`src/rtl/sreq_err_pkg.sv`:
```
// Package: shared constants for the slave request error monitor.
// Holds the status bit positions (software decodes them) and register offsets.
package sreq_err_pkg;
    localparam int NUM_ERR   = 6;
    localparam int ERR_RD_OOB = 0;
    localparam int ERR_WR_OOB = 1;
    localparam int ERR_WR_BC  = 2;
    localparam int ERR_WR_BE  = 3;
    localparam int ERR_RD_BE  = 4;
    localparam int ERR_RD_BC  = 5;

    localparam int CSR_DW     = 32;
    localparam logic [19:0] STATUS_OFS = 20'h10500;
    localparam logic [19:0] ENABLE_OFS = 20'h10504;

    typedef logic [NUM_ERR-1:0] err_vec_t;
endpackage

```
`src/rtl/sreq_window_match.sv`:
```
// Module: sreq_window_match
// Compares one address against NWIN base/mask windows and reports whether any
// enabled window matches. Purely combinational.
// Assumes windows are packed flat, window 0 in the least significant slice.
module sreq_window_match #(
    parameter int AW   = 32,
    parameter int NWIN = 4
) (
    input  logic [AW-1:0]      addr,
    input  logic [NWIN*AW-1:0] win_base,
    input  logic [NWIN*AW-1:0] win_mask,
    input  logic [NWIN-1:0]    win_en,
    output logic               hit
);
    logic [NWIN-1:0] win_hit;

    for (genvar g = 0; g < NWIN; g++) begin : g_win
        logic [AW-1:0] base_g;
        logic [AW-1:0] mask_g;
        assign base_g = win_base[g*AW +: AW];
        assign mask_g = win_mask[g*AW +: AW];
        // Per-window match: enabled and masked address equals masked base.
        assign win_hit[g] = win_en[g] && ((addr & mask_g) == (base_g & mask_g));
    end

    assign hit = |win_hit;

    // with every window disabled nothing can be in bounds.
    always_comb begin
        a_r8_disabled_miss: assert (win_en != '0 || !hit);
    end
endmodule

```
`src/rtl/sreq_req_classifier.sv`:
```
// Module: sreq_req_classifier
// Watches accepted beats on the observed slave port and emits a one-cycle
// fault vector. Reads are checked in the accepting cycle. Writes are checked on
// their first beat, and long write bursts are tracked to their final beat.
// Assumes a read does not arrive while a write burst is still in progress,
// and that burst count and address are held stable during a write burst.
module sreq_req_classifier
    import sreq_err_pkg::*;
#(
    parameter int LANES     = 16,
    parameter int BCW       = 8,
    parameter int MAX_BURST = 16
) (
    input  logic             clk,
    input  logic             rst_n,
    input  logic             s_read,
    input  logic             s_write,
    input  logic             s_waitreq,
    input  logic [BCW-1:0]   s_burstcount,
    input  logic [LANES-1:0] s_byteenable,
    input  logic             addr_hit,
    output err_vec_t         set_vec
);
    localparam logic [LANES-1:0] LO_HALF = LANES'((LANES+1)'(1) << (LANES/2)) - LANES'(1);
    localparam logic [LANES-1:0] HI_HALF = ~LO_HALF;
    localparam logic [BCW-1:0]   BC_MAX  = BCW'(MAX_BURST);

    logic           rd_acc, wr_acc, wr_first, wr_next, wr_final;
    logic           bc_long, be_ok, tail_ok;
    logic           wb_active, wb_long, wb_first_hi;
    logic [BCW-1:0] beats_left;

    // Byte enable legality: one aligned contiguous run of power-of-two length.
    function automatic logic be_legal(input logic [LANES-1:0] be);
        int         cnt;
        int         lo;
        logic       found;
        logic [LANES:0] run;
        cnt   = 0;
        lo    = 0;
        found = 1'b0;
        for (int i = 0; i < LANES; i++) begin
            if (be[i]) begin
                cnt = cnt + 1;
                if (!found) begin
                    lo    = i;
                    found = 1'b1;
                end
            end
        end
        run = ((LANES+1)'(1) << cnt) - (LANES+1)'(1);
        run = run << lo;
        return (cnt != 0) && ((cnt & (cnt - 1)) == 0) &&
               ((lo & (cnt - 1)) == 0) && (be == run[LANES-1:0]);
    endfunction

    // Beat acceptance qualifiers.
    always_comb begin
        rd_acc   = s_read && !s_waitreq;
        wr_acc   = s_write && !s_waitreq;
        wr_first = wr_acc && !wb_active;
        wr_next  = wr_acc && wb_active;
        wr_final = wr_next && (beats_left == BCW'(1));
        bc_long  = s_burstcount > BC_MAX;
        be_ok    = be_legal(s_byteenable);
        tail_ok  = wb_first_hi && (s_byteenable == LO_HALF);
    end

    // Fault vector for the beat being accepted this cycle.
    always_comb begin
        set_vec             = '0;
        set_vec[ERR_RD_OOB] = rd_acc && !addr_hit;
        set_vec[ERR_RD_BC]  = rd_acc && bc_long;
        set_vec[ERR_RD_BE]  = rd_acc && !be_ok;
        set_vec[ERR_WR_OOB] = wr_first && !addr_hit;
        set_vec[ERR_WR_BE]  = wr_first && !be_ok;
        set_vec[ERR_WR_BC]  = wr_final && wb_long && !tail_ok;
    end

    // Write burst tracker: remembers length class and first-beat shape.
    always_ff @(posedge clk) begin
        if (!rst_n) begin
            wb_active   <= 1'b0;
            wb_long     <= 1'b0;
            wb_first_hi <= 1'b0;
            beats_left  <= '0;
        end else if (wr_first && (s_burstcount > BCW'(1))) begin
            wb_active   <= 1'b1;
            wb_long     <= bc_long;
            wb_first_hi <= (s_byteenable == HI_HALF);
            beats_left  <= s_burstcount - BCW'(1);
        end else if (wr_next) begin
            beats_left <= beats_left - BCW'(1);
            if (beats_left == BCW'(1)) begin
                wb_active <= 1'b0;
            end
        end
    end

    // a stalled cycle never reports a fault.
    a_r11_stall_quiet: assert property (@(posedge clk) disable iff (!rst_n)
        s_waitreq |-> (set_vec == '0));

    // the beat counter only moves on accepted write beats.
    a_r7_count_hold: assert property (@(posedge clk) disable iff (!rst_n)
        (wb_active && !wr_acc) |=> $stable(beats_left));

    // an all-zero first write enable is always reported.
    a_r9_zero_be_flag: assert property (@(posedge clk) disable iff (!rst_n)
        (wr_first && s_byteenable == '0) |-> set_vec[ERR_WR_BE]);
endmodule

```
`src/rtl/sreq_err_regs.sv`:
```
// Module: sreq_err_regs
// Sticky status register (write 1 to clear), enable register and interrupt.
// Hardware set has priority over a software clear in the same cycle.
// Assumes byte addressing of the register port and whole-word accesses.
module sreq_err_regs
    import sreq_err_pkg::*;
#(
    parameter int CSR_AW = 20
) (
    input  logic              clk,
    input  logic              rst_n,
    input  err_vec_t          set_vec,
    input  logic [CSR_AW-1:0] csr_addr,
    input  logic              csr_read,
    input  logic              csr_write,
    input  logic [CSR_DW-1:0] csr_wdata,
    output logic [CSR_DW-1:0] csr_rdata,
    output err_vec_t          status_o,
    output err_vec_t          enable_o,
    output logic              irq
);
    localparam logic [CSR_AW-1:0] ST_ADDR = CSR_AW'(STATUS_OFS);
    localparam logic [CSR_AW-1:0] EN_ADDR = CSR_AW'(ENABLE_OFS);

    err_vec_t status_q, enable_q, clr_vec;
    logic     wr_st, wr_en;
    logic     unused_wdata;

    assign unused_wdata = ^csr_wdata[CSR_DW-1:NUM_ERR];

    // Decode register writes and form the clear mask.
    always_comb begin
        wr_st   = csr_write && (csr_addr == ST_ADDR);
        wr_en   = csr_write && (csr_addr == EN_ADDR);
        clr_vec = wr_st ? csr_wdata[NUM_ERR-1:0] : '0;
    end

    // Status bits: cleared by software, set by faults, set wins.
    always_ff @(posedge clk) begin
        if (!rst_n) status_q <= '0;
        else        status_q <= (status_q & ~clr_vec) | set_vec;
    end

    // Enable bits: plain read/write storage.
    always_ff @(posedge clk) begin
        if (!rst_n)     enable_q <= '0;
        else if (wr_en) enable_q <= csr_wdata[NUM_ERR-1:0];
    end

    // Registered read data, zero for unmapped offsets and reserved bits.
    always_ff @(posedge clk) begin
        if (!rst_n) begin
            csr_rdata <= '0;
        end else if (csr_read) begin
            if (csr_addr == ST_ADDR)      csr_rdata <= CSR_DW'(status_q);
            else if (csr_addr == EN_ADDR) csr_rdata <= CSR_DW'(enable_q);
            else                          csr_rdata <= '0;
        end
    end

    assign status_o = status_q;
    assign enable_o = enable_q;
    assign irq      = |(status_q & enable_q);

    // every fault raised in a cycle is present afterwards.
    a_r10_set_wins: assert property (@(posedge clk) disable iff (!rst_n)
        (set_vec != '0) |=> ((status_q & $past(set_vec)) == $past(set_vec)));

    // a set bit only drops when software wrote 1 to it.
    a_r3_sticky: assert property (@(posedge clk) disable iff (!rst_n)
        1'b1 |=> ((($past(status_q) & ~$past(clr_vec)) & ~status_q) == '0));

    // enable bits change only on a write to their offset.
    a_r4_enable_hold: assert property (@(posedge clk) disable iff (!rst_n)
        !wr_en |=> $stable(enable_q));
endmodule

```
`src/rtl/sreq_err_monitor.sv`:
```
// Module: sreq_err_monitor (top)
// Observes a burst-capable slave port, classifies faulty requests, keeps the
// sticky status / enable pair and drives one interrupt.
// Assumes the observed port follows a stall-by-waitrequest handshake.
module sreq_err_monitor
    import sreq_err_pkg::*;
#(
    parameter int AW        = 32,
    parameter int LANES     = 16,
    parameter int BCW       = 8,
    parameter int NWIN      = 4,
    parameter int CSR_AW    = 20,
    parameter int MAX_BURST = 16
) (
    input  logic               clk,
    input  logic               rst_n,
    input  logic [AW-1:0]      s_address,
    input  logic               s_read,
    input  logic               s_write,
    input  logic               s_waitreq,
    input  logic [BCW-1:0]     s_burstcount,
    input  logic [LANES-1:0]   s_byteenable,
    input  logic [NWIN*AW-1:0] win_base,
    input  logic [NWIN*AW-1:0] win_mask,
    input  logic [NWIN-1:0]    win_en,
    input  logic [CSR_AW-1:0]  csr_addr,
    input  logic               csr_read,
    input  logic               csr_write,
    input  logic [CSR_DW-1:0]  csr_wdata,
    output logic [CSR_DW-1:0]  csr_rdata,
    output logic               irq
);
    logic     addr_hit;
    err_vec_t set_vec, status, enable;

    sreq_window_match #(.AW(AW), .NWIN(NWIN)) u_win (
        .addr     (s_address),
        .win_base (win_base),
        .win_mask (win_mask),
        .win_en   (win_en),
        .hit      (addr_hit)
    );

    sreq_req_classifier #(.LANES(LANES), .BCW(BCW), .MAX_BURST(MAX_BURST)) u_cls (
        .clk          (clk),
        .rst_n        (rst_n),
        .s_read       (s_read),
        .s_write      (s_write),
        .s_waitreq    (s_waitreq),
        .s_burstcount (s_burstcount),
        .s_byteenable (s_byteenable),
        .addr_hit     (addr_hit),
        .set_vec      (set_vec)
    );

    sreq_err_regs #(.CSR_AW(CSR_AW)) u_regs (
        .clk       (clk),
        .rst_n     (rst_n),
        .set_vec   (set_vec),
        .csr_addr  (csr_addr),
        .csr_read  (csr_read),
        .csr_write (csr_write),
        .csr_wdata (csr_wdata),
        .csr_rdata (csr_rdata),
        .status_o  (status),
        .enable_o  (enable),
        .irq       (irq)
    );

    // an accepted over-long read is recorded on the next edge.
    a_r6_rd_burst_flag: assert property (@(posedge clk) disable iff (!rst_n)
        (s_read && !s_waitreq && (s_burstcount > BCW'(MAX_BURST))) |=> status[ERR_RD_BC]);

    // with nothing enabled the interrupt stays low.
    a_r5_irq_quiet: assert property (@(posedge clk) disable iff (!rst_n)
        (enable == '0) |-> !irq);
endmodule

```
`config.mk`:
```
export PLATFORM = sky130hd
export DESIGN_NAME = sreq_err_monitor
export DESIGN_NICKNAME = d
export VERILOG_FILES = /design/src/rtl/sreq_err_pkg.sv /design/src/rtl/sreq_window_match.sv /design/src/rtl/sreq_req_classifier.sv /design/src/rtl/sreq_err_regs.sv /design/src/rtl/sreq_err_monitor.sv
export SDC_FILE = /design/constraint.sdc
export NUM_CORES = 1
export LEC_CHECK = 0
export ABC_AREA = 1
export BUFFER_PORTS_ARGS = -buffer_cell sky130_fd_sc_hd__buf_2
export CORE_AREA = 4 4 155 157
export CTS_CLUSTER_DIAMETER = 60
export DETAILED_ROUTE_END_ITERATION = 8
export DIE_AREA = 0 0 159 161
export PLACE_DENSITY = 0.72
export SLEW_MARGIN = 20
export SYNTH_ARGS = -nofsm -noshare
export SYNTH_HDL_FRONTEND = slang
export SYNTH_HIERARCHICAL = 1
export SYNTH_SLANG_ARGS = --single-unit
```
`constraint.sdc`:
```
create_clock -name clk -period 11.9 [get_ports clk]
set_input_delay 3.57 -clock clk [delete_from_list [all_inputs] [get_ports clk]]
set_output_delay 3.57 -clock clk [all_outputs]
set_load 0.02 [all_outputs]
```
==> results of run 1 <==
-- through the flow --
step | area [sq um] | worst slack (ns) | TNS [ns] | std cells
after global placement | 11600 | -0.523 | -1.02 | 2456
final | 12500 | 0.0427 | 0 | 2491
after floorplan | 9160 | 0.00391 | 0 | 1789
after detailed placement | 11600 | -0.640 | -1.26 | 2456
after global routing | 12500 | -0.395 | -0.773 | 2487
after CTS | 12100 | -0.0124 | -0.0202 | 2480
-- cell usage in the layout, fill, tap and decap left out, drive strengths merged, types with 3 or more instances in the layout --
master / n
nand2: 635
nand3: 288
inv: 276
ha: 26
nor3: 17
a21oi: 37
buf: 454
a31oi: 3
o211ai: 4
o21ai: 67
nand4: 24
xnor2: 5
clkinv: 6
conb: 26
o22ai: 4
dfxtp: 29
or2: 25
xor2: 12
diode: 6
nor2: 219
nand3b: 11
clkbuf: 5
a221oi: 3
nor4: 6
-- Yosys cell counts, types with 4 or more instances --
cell type	n
sky130_fd_sc_hd__nor2_1	189
sky130_fd_sc_hd__nand3_1	253
sky130_fd_sc_hd__nor2_4	10
sky130_fd_sc_hd__clkbuf_1	12
sky130_fd_sc_hd__inv_2	20
sky130_fd_sc_hd__nand2_2	55
sky130_fd_sc_hd__nand2_1	572
sky130_fd_sc_hd__xnor2_1	5
sky130_fd_sc_hd__nand2_4	8
sky130_fd_sc_hd__ha_1	26
sky130_fd_sc_hd__buf_2	11
sky130_fd_sc_hd__nand4_1	19
sky130_fd_sc_hd__o22ai_1	4
sky130_fd_sc_hd__nand3b_1	11
sky130_fd_sc_hd__nor4_1	6
sky130_fd_sc_hd__nand4_2	4
sky130_fd_sc_hd__or2_2	5
sky130_fd_sc_hd__nand3_2	33
sky130_fd_sc_hd__buf_4	26
sky130_fd_sc_hd__or2_0	4
sky130_fd_sc_hd__dfxtp_1	29
sky130_fd_sc_hd__or2_1	15
sky130_fd_sc_hd__nor3_1	15
sky130_fd_sc_hd__o21ai_0	62
sky130_fd_sc_hd__xor2_1	12
sky130_fd_sc_hd__nor2_2	20
sky130_fd_sc_hd__a21oi_1	37
sky130_fd_sc_hd__inv_1	255
-- what timing repair did --
item | in CTS | in global routing
resized for setup | 54 | 90
buffers inserted | 16 | 5
setup endpoints to repair | 2 | 2
pin swaps | 40 | 63
-- critical path: cells and delay by family --
family | cells | cell delay [ns]
buffers and inverters | 16 | 1.34
adders and majority gates | 12 | 2.90
and+or+nand+nor | 43 | 3.80
AOI/OAI and AO/OA | 5 | 0.40
-- power by group through the flow --
stage / Sequential [mW] / Clock, mW / Combinational, mW
3_5_place_dp: 0.108 / 0 / 1.19
3_3_place_gp: 0.108 / 0 / 1.16
5_1_grt: 0.107 / 0.129 / 1.54
4_1_cts: 0.106 / 0.125 / 1.27
2_1_floorplan: 0.109 / 0 / 0.808
6_report: 0.106 / 0.121 / 1.40
-- per-layer routing --
layer | track usage [%] | routed length (um) | vias up | share of wire [%]
met5 | 0 | 185 | - | 0.44
met2 | 49.5 | 18800 | 551 | 44
met4 | 4.26 | 832 | 28 | 2.0
met3 | 10.0 | 4680 | 92 | 11
met1 | 39.4 | 17800 | 5670 | 42
li1 | - | - | 6413 | -
-- flip-flops by register name, indices dropped and copies added (netlist names) --
name,count
u_cls/beats_left,8
u_regs/csr_rdata,6
u_regs/enable_o,6
u_regs/status_o,6
u_cls/wb_active,1
u_cls/wb_first_hi,1
u_cls/wb_long,1
-- area by class of cell --
cell class	instances	area (sq um)	area share [%]
Antenna cell	6	15.0	0.120
Clock buffer	5	125	0.999
Clock inverter	3	17.5	0.140
Inverter	280	1080	8.59
Multi-Input combinational cell	1429	7780	62.1
Sequential cell	29	581	4.63
Tap cell	285	357	2.85
Timing Repair Buffer	454	2570	20.6
-- path summary, 6_finish.rpt --
kind	start	to	slack [ns]	depth (start not counted)
worst max-delay path	s_byteenable[1]	u_regs/status_o[3]$_SDFF_PN0_	0.04	76
worst min-delay path	u_cls/wb_active$_SDFFE_PN0P_	u_cls/wb_active$_SDFFE_PN0P_	0.48	2
worst max register to register	u_cls/wb_active$_SDFFE_PN0P_	u_cls/beats_left[4]$_SDFFE_PN0P_	9.78	8
worst min register to register	u_cls/wb_active$_SDFFE_PN0P_	u_cls/wb_active$_SDFFE_PN0P_	0.48	2
-- cell families after synthesis --
kind of cell / share of synthesized area [%]
fa+ha+maj: 3.63
other cells: 0.0418
flops: 6.47
buf+inv: 15.6
compound gates: 8.83
xor+xnor: 1.66
simple gates: 63.8
==> results.txt, run 1 <==
- The path class of the tightest hold or removal check is flop to flop.
* Logic gate share of total power: 86.1%
- Max-cap violations in this run came to 0.
- The pre-antenna-repair detailed-routing pass consisted of 6 iterations.
- Smallest hold slack: just under 0.5 ns
- Crit-path most repeated cell: sky130_fd_sc_hd__nand2_2
- The first global-routing pass estimated 60,900 um of wire.
- Setup violations remaining at the end of the flow were counted as 0.
* Synth-to-layout area growth: 39.7%
* Number of core rows: 55
- Final Hold Violating Endpoints: 0
- Total via count after detailed routing: 12,754
- After clock tree synthesis, the clock-pin slew on the worst setup and hold paths is 0.05 ns.
- Data arrival time of the critical path: 12.01 ns
* Proportion of synthesized flip-flops having asynchronous set or reset: 0%
- Global route overflow: 0
- First-iteration detailed-routing DRC count: about 1,200
* Critical Path Slowest Stage Cell: sky130_fd_sc_hd__ha_4
- For this design the top-level I/O count stands at slightly above 400.
* Layout Nets: 2,600
- The detail route stage leaves a number of antenna-violating nets equal to 0.
* Die area: around 26,000 sq um
* Maximum count of clock buffers along a single path: 2
- The congestion estimate from routability-driven global placement came to between 1 and 1.5.
- During synthesis, Yosys emitted a total of 6 warnings.
- Crit path max fanout: 3
- Worst EP required: ~12 ns
- Of the cells placed in the final design, the portion with a size suffix greater than 1 is 33.9%.
- Residual DRC count: 0
- Top post-synthesis cells by area: sky130_fd_sc_hd__nand2_1, sky130_fd_sc_hd__nand3_1, sky130_fd_sc_hd__inv_1
* Switching power share of the total: 54.5%
- Flip-flop and latch count after synthesis: 29
- Time the worst path needs with I/O delays and setup: between 10 and 15 ns
- Headroom to the max-slew limit came out at 38.5%.
- Setup repair after global routing missed its margin: yes
- Clock insertion delay at the later pin of the skew report: between 0.2 and 0.3 ns
- Clock sink count: 29
- The initial utilization of the core area, before any placement, comes to between 30% and 40%.
* Biggest area consumer among synthesized cells: sky130_fd_sc_hd__nand2_1
- Average cell area after synthesis: ~5 sq um
- In this run, synthesis inferred 0 flip-flops with an integrated enable.
- Clock tree synthesis inserted a total of 5 buffers.
* Clock network fraction of total power: 7.4%
* Transition time at the pin with the least slew margin: roughly 0.92 ns
- Summing the sequential cell areas from Yosys gives about 6.5% of the chip area.
* Port Buf Inserts: 355
- Cell area after synthesis: around 9000 sq um
- For this block, the routed nets add up to 42,300 um of wire.
- Largest net degree at the start of global routing: 28
- After clock tree synthesis, the flow added hold-fix buffers numbering 0.
- Max H-tree Level: 2
- The analysis attributes to net switching a power of 889 uW.
- Detailed placement ended at an HPWL of 35,900 um.
- The internal portion of the total power is 742 uW.
* CTS tree: yes
- The flow ran to the end, and the final reports show no timing, DRC or antenna violations.
- Highest achievable clock rate: 84.3 MHz
- Total routing usage reported by global routing: between 30% and 40%
- The core region is 22,500 sq um.
- Detailed-route wire length per cell: 17.0 um
* Y dimension of the die: 161 um
* Util after Layout: 55.7%
* Total leakage power: 7.21 nW
* CP endpoint kind: flop
* Post-synthesis cell count: 1,764
* Delay of the slowest cell on the worst path: 0.28 ns
* Number of max-slew violations in the final report: 0
* Filler Cell Count: between 2,000 and 2,500
- In the synthesized netlist the dominant register cell turns out to be sky130_fd_sc_hd__dfxtp_1.
- VDD sags by at most 69.6 uV.
* Number of vias per cell after detailed routing: 5.12
- In this run the biggest area consumer among cell types represents 23.9% of the synthesized area.
* P per Cell Area: 130 nW/um^2
- The worst setup path is launched from an input port.
* Clock tree root buffer cell: sky130_fd_sc_hd__clkbuf_16
- After layout, the worst path uses approximately 100% of the clock period.
* Worst Path Class, Setup: input port to flop
- Final total power: 1.63 mW
* Antenna violations before repair: 26
- Via count of the first global-routing pass: 11,308
* Cell variety after synth: 56
- Clock Skew: 0.00455 ns
* Die width: 159 um
- Sequential power share: about 6.5%
(Power assumes the default switching activity.)
==> inputs of run 2 (changes only) <==
--- a/config.mk
+++ b/config.mk
@@ -7,11 +7,14 @@
 export LEC_CHECK = 0
 export ABC_AREA = 1
 export BUFFER_PORTS_ARGS = -buffer_cell sky130_fd_sc_hd__buf_2
-export CORE_AREA = 4 4 155 157
-export CTS_CLUSTER_DIAMETER = 60
+export CELL_PAD_IN_SITES_DETAIL_PLACEMENT = 0
+export CELL_PAD_IN_SITES_GLOBAL_PLACEMENT = 2
+export CORE_ASPECT_RATIO = 1.1
+export CORE_MARGIN = 4
+export CORE_UTILIZATION = 20
+export CTS_CLUSTER_DIAMETER = 120
 export DETAILED_ROUTE_END_ITERATION = 8
-export DIE_AREA = 0 0 159 161
-export PLACE_DENSITY = 0.72
+export PLACE_DENSITY_LB_ADDON = 0.1
 export SLEW_MARGIN = 20
 export SYNTH_ARGS = -nofsm -noshare
 export SYNTH_HDL_FRONTEND = slang
==> results.txt, run 2 (same netlist as run 1, synthesis figures left out) <==
- The number of nets in the layout was 2,677 (+3.0%).
- The flip-flop count of the largest register after layout was 8 (unchanged).
- The path class of the tightest hold or removal check is flop to flop.
- The count of boundary I/O pins was 408 (unchanged).
- The sequential cell area is 581 sq um (unchanged).
- The library cells used most frequently in the layout, excluding fill and tap cells, are sky130_fd_sc_hd__nand2_1, sky130_fd_sc_hd__buf_2, sky130_fd_sc_hd__inv_1.
- Num CTS Buffers: 5 (unchanged)
- Leaving out fill and tap cells, the most frequent cell in the layout is sky130_fd_sc_hd__nand2_1.
- The pin count of the biggest net entering global routing is 28 (unchanged).
- The initial detailed-routing violation count came to 522 (-57%).
- Register containing the most flip-flops in the final layout: u_cls/beats_left
- The cell family contributing the most delay on the critical path is simple AND/OR/NAND/NOR gates.
- The worst hold slack after final layout came to 0.492 ns (+0.00946 ns).
- CP endpoint kind: flop
- STA classifies the critical path startpoint as an input port.
* Clock insertion delay at the later pin of the skew report: 0.27 ns (about the same)
- Setup repair after global routing missed its margin: yes
* Worst Path Class, Setup: input port to flop
* Fraction of the cycle the final worst path needs: 98.7% (-0.97 points)
* Time the worst path needs with I/O delays and setup: 11.74 ns (-0.115 ns)
- Worst EP required: 12.05 ns (about the same)
* Util after Layout: 31.0% (-25 points)
- Multi-input gate area: 8010 sq um (+2.9%)
- The count of clock tree sinks came to 29 (unchanged).
- Max H-tree Level: 2 (unchanged)
- The delay of the slowest cell on the worst path came to 0.27 ns (about the same).
* Die width: 210 um (+32%)
- Critical Path Slowest Stage Cell: sky130_fd_sc_hd__ha_4
- The die area is 48,300 sq um (+89%).
* Number of setup violations in the final report: 0 (unchanged)
- Maximum count of clock buffers along a single path: 2 (unchanged)
- P per Cell Area: 126 nW/um^2 (-3.1%)
- The worst-case vdd ir drop is 57.2 uV (-18%).
- The standard-cell row count is 81 (+47%).
* Final Hold Violating Endpoints: 0 (unchanged)
- The clock slew at the register clock pins of the worst setup and hold paths was 0.06 ns (about the same).
- The post-detailed-placement half-perimeter wirelength is 39,200 um (+9.0%).
- The worst-path maximum fanout is 4 (+1).
- Filler Cell Count: 5,142 (+120%)
* Total routing usage reported by global routing: 17.6% (-13 points)
- Worst slew margin relative to its limit: 48.3% (+9.8 points)
- The ratio of routed vias to standard cells came to 4.33 (-15%).
- Initial core utilization: 20.2% (-20 points)
- Core area: 44,400 sq um (+97%)
- Detailed-route wire length per cell: 15.6 um (-7.9%)
- Residual DRC count: 0 (unchanged)
- Clock tree root buffer cell: sky130_fd_sc_hd__clkbuf_16
- The fmax is 85.2 MHz (+0.98%).
* Global route overflow: 0 (unchanged)
- The initial antenna violation count came to 21 (-19%).
- Port Buf Inserts: 355 (unchanged)
* Gp weighted congestion: 0.825 (-22%)
* First-pass detailed-route iteration total: 5 (-1)
- Y dimension of the die: 230 um (+43%)
* Max-cap viol count: 0 (unchanged)
* Count of buffer and inverter cells on the critical path: 12 (-4)
- Ratio of cells with drive above 1 in the final layout: 37.2% (+3.2 points)
- The leakage power total came to 7.63 nW (+5.8%).
- The global-route wire length before repair is 67,500 um (+11%).
- CTS tree: yes
- Post-route antenna net violation count: 0 (unchanged)
- The run finished with clean final reports.
* Clock Skew: 0.00288 ns (-0.00168 ns)
* Synth-to-layout area growth: 53.3%
* Via count of the first global-routing pass: 12,174 (+7.7%)
* Final wirelength: 44,800 um (+6.0%)
- Total via count after detailed routing: 12,435 (-2.5%)
* Data arrival time of the critical path: 11.89 ns (-0.12 ns)
- Transition time at the pin with the least slew margin: 0.773 ns (-0.145 ns)
- The count of final max-slew check failures was 0 (unchanged).
## run 2: final timing paths
| kind | start | to | slack, ns | cells past startpoint |
|---|---|---|---|---|
| max | s_byteenable[1] | u_regs/status_o[3]$_SDFF_PN0_ | 0.16 | 72 |
| min | u_regs/status_o[0]$_SDFF_PN0_ | u_regs/status_o[0]$_SDFF_PN0_ | 0.49 | 2 |
| max reg2reg | u_cls/wb_active$_SDFFE_PN0P_ | u_regs/status_o[2]$_SDFF_PN0_ | 10.25 | 6 |
| min reg2reg | u_regs/status_o[0]$_SDFF_PN0_ | u_regs/status_o[0]$_SDFF_PN0_ | 0.49 | 2 |
## run 2: final cells by class
type                    instances  share of cell area, %
clock inverters                 2                  0.273
inverters                     280                   7.84
well taps                     581                   5.29
repair buffers                531                   22.9
multi-input cells            1429                   58.2
clock buffers                   6                   1.01
flip-flops and latches         29                   4.22
diodes                         11                  0.200
## run 2: repair_timing
| item | 4_1_cts | 5_1_grt |
|---|---|---|
| resized for setup | 37 | 162 |
| setup endpoints to repair | 2 | 2 |
| setup buffers | 50 | 17 |
| pin swaps | 24 | 88 |
| hold buffers | 0 | 0 |
## run 2: per-layer routing
| layer | vias to the layer above | global-route usage (%) | wire length [um] | share of wire [%] |
|---|---|---|---|---|
| met5 | - | 0 | 115 | 0.26 |
| met4 | 20 | 2.73 | 460 | 1.0 |
| met3 | 43 | 3.07 | 2150 | 4.8 |
| met2 | 249 | 33.2 | 23500 | 52 |
| met1 | 5550 | 20.9 | 18600 | 42 |
| li1 | 6573 | - | - | - |
## run 2: worst reg2reg max path, cell delays in order, from the launching register on
cell and delay (ns):
sky130_fd_sc_hd__dfxtp_1 0.36, sky130_fd_sc_hd__nand3_1 0.18, sky130_fd_sc_hd__inv_1 0.22, sky130_fd_sc_hd__nand4_1 0.17, sky130_fd_sc_hd__a311oi_1 0.41, sky130_fd_sc_hd__inv_1 0.10, sky130_fd_sc_hd__a21oi_1 0.14
## run 2: through the flow
step | worst slack, ns | total power, mW | setup TNS, ns | instance area (sq um) | cells
2_1_floorplan | 0.00391 | 0.917 | 0 | 9160 | 1789
3_3_place_gp | -0.803 | 1.36 | -1.58 | 12200 | 2789
3_5_place_dp | -0.824 | 1.36 | -1.60 | 12200 | 2789
4_1_cts | -0.238 | 1.59 | -0.449 | 12900 | 2847
5_1_grt | -0.404 | 1.92 | -0.798 | 13800 | 2868
6_report | 0.158 | 1.74 | 0 | 13800 | 2869
## run 2: where the power goes
group          switching [mW]  leakage (nW)  internal, mW
combinational           0.855          7.31         0.622
clock                  0.0470        0.0832         0.104
sequential            0.00418         0.237         0.102
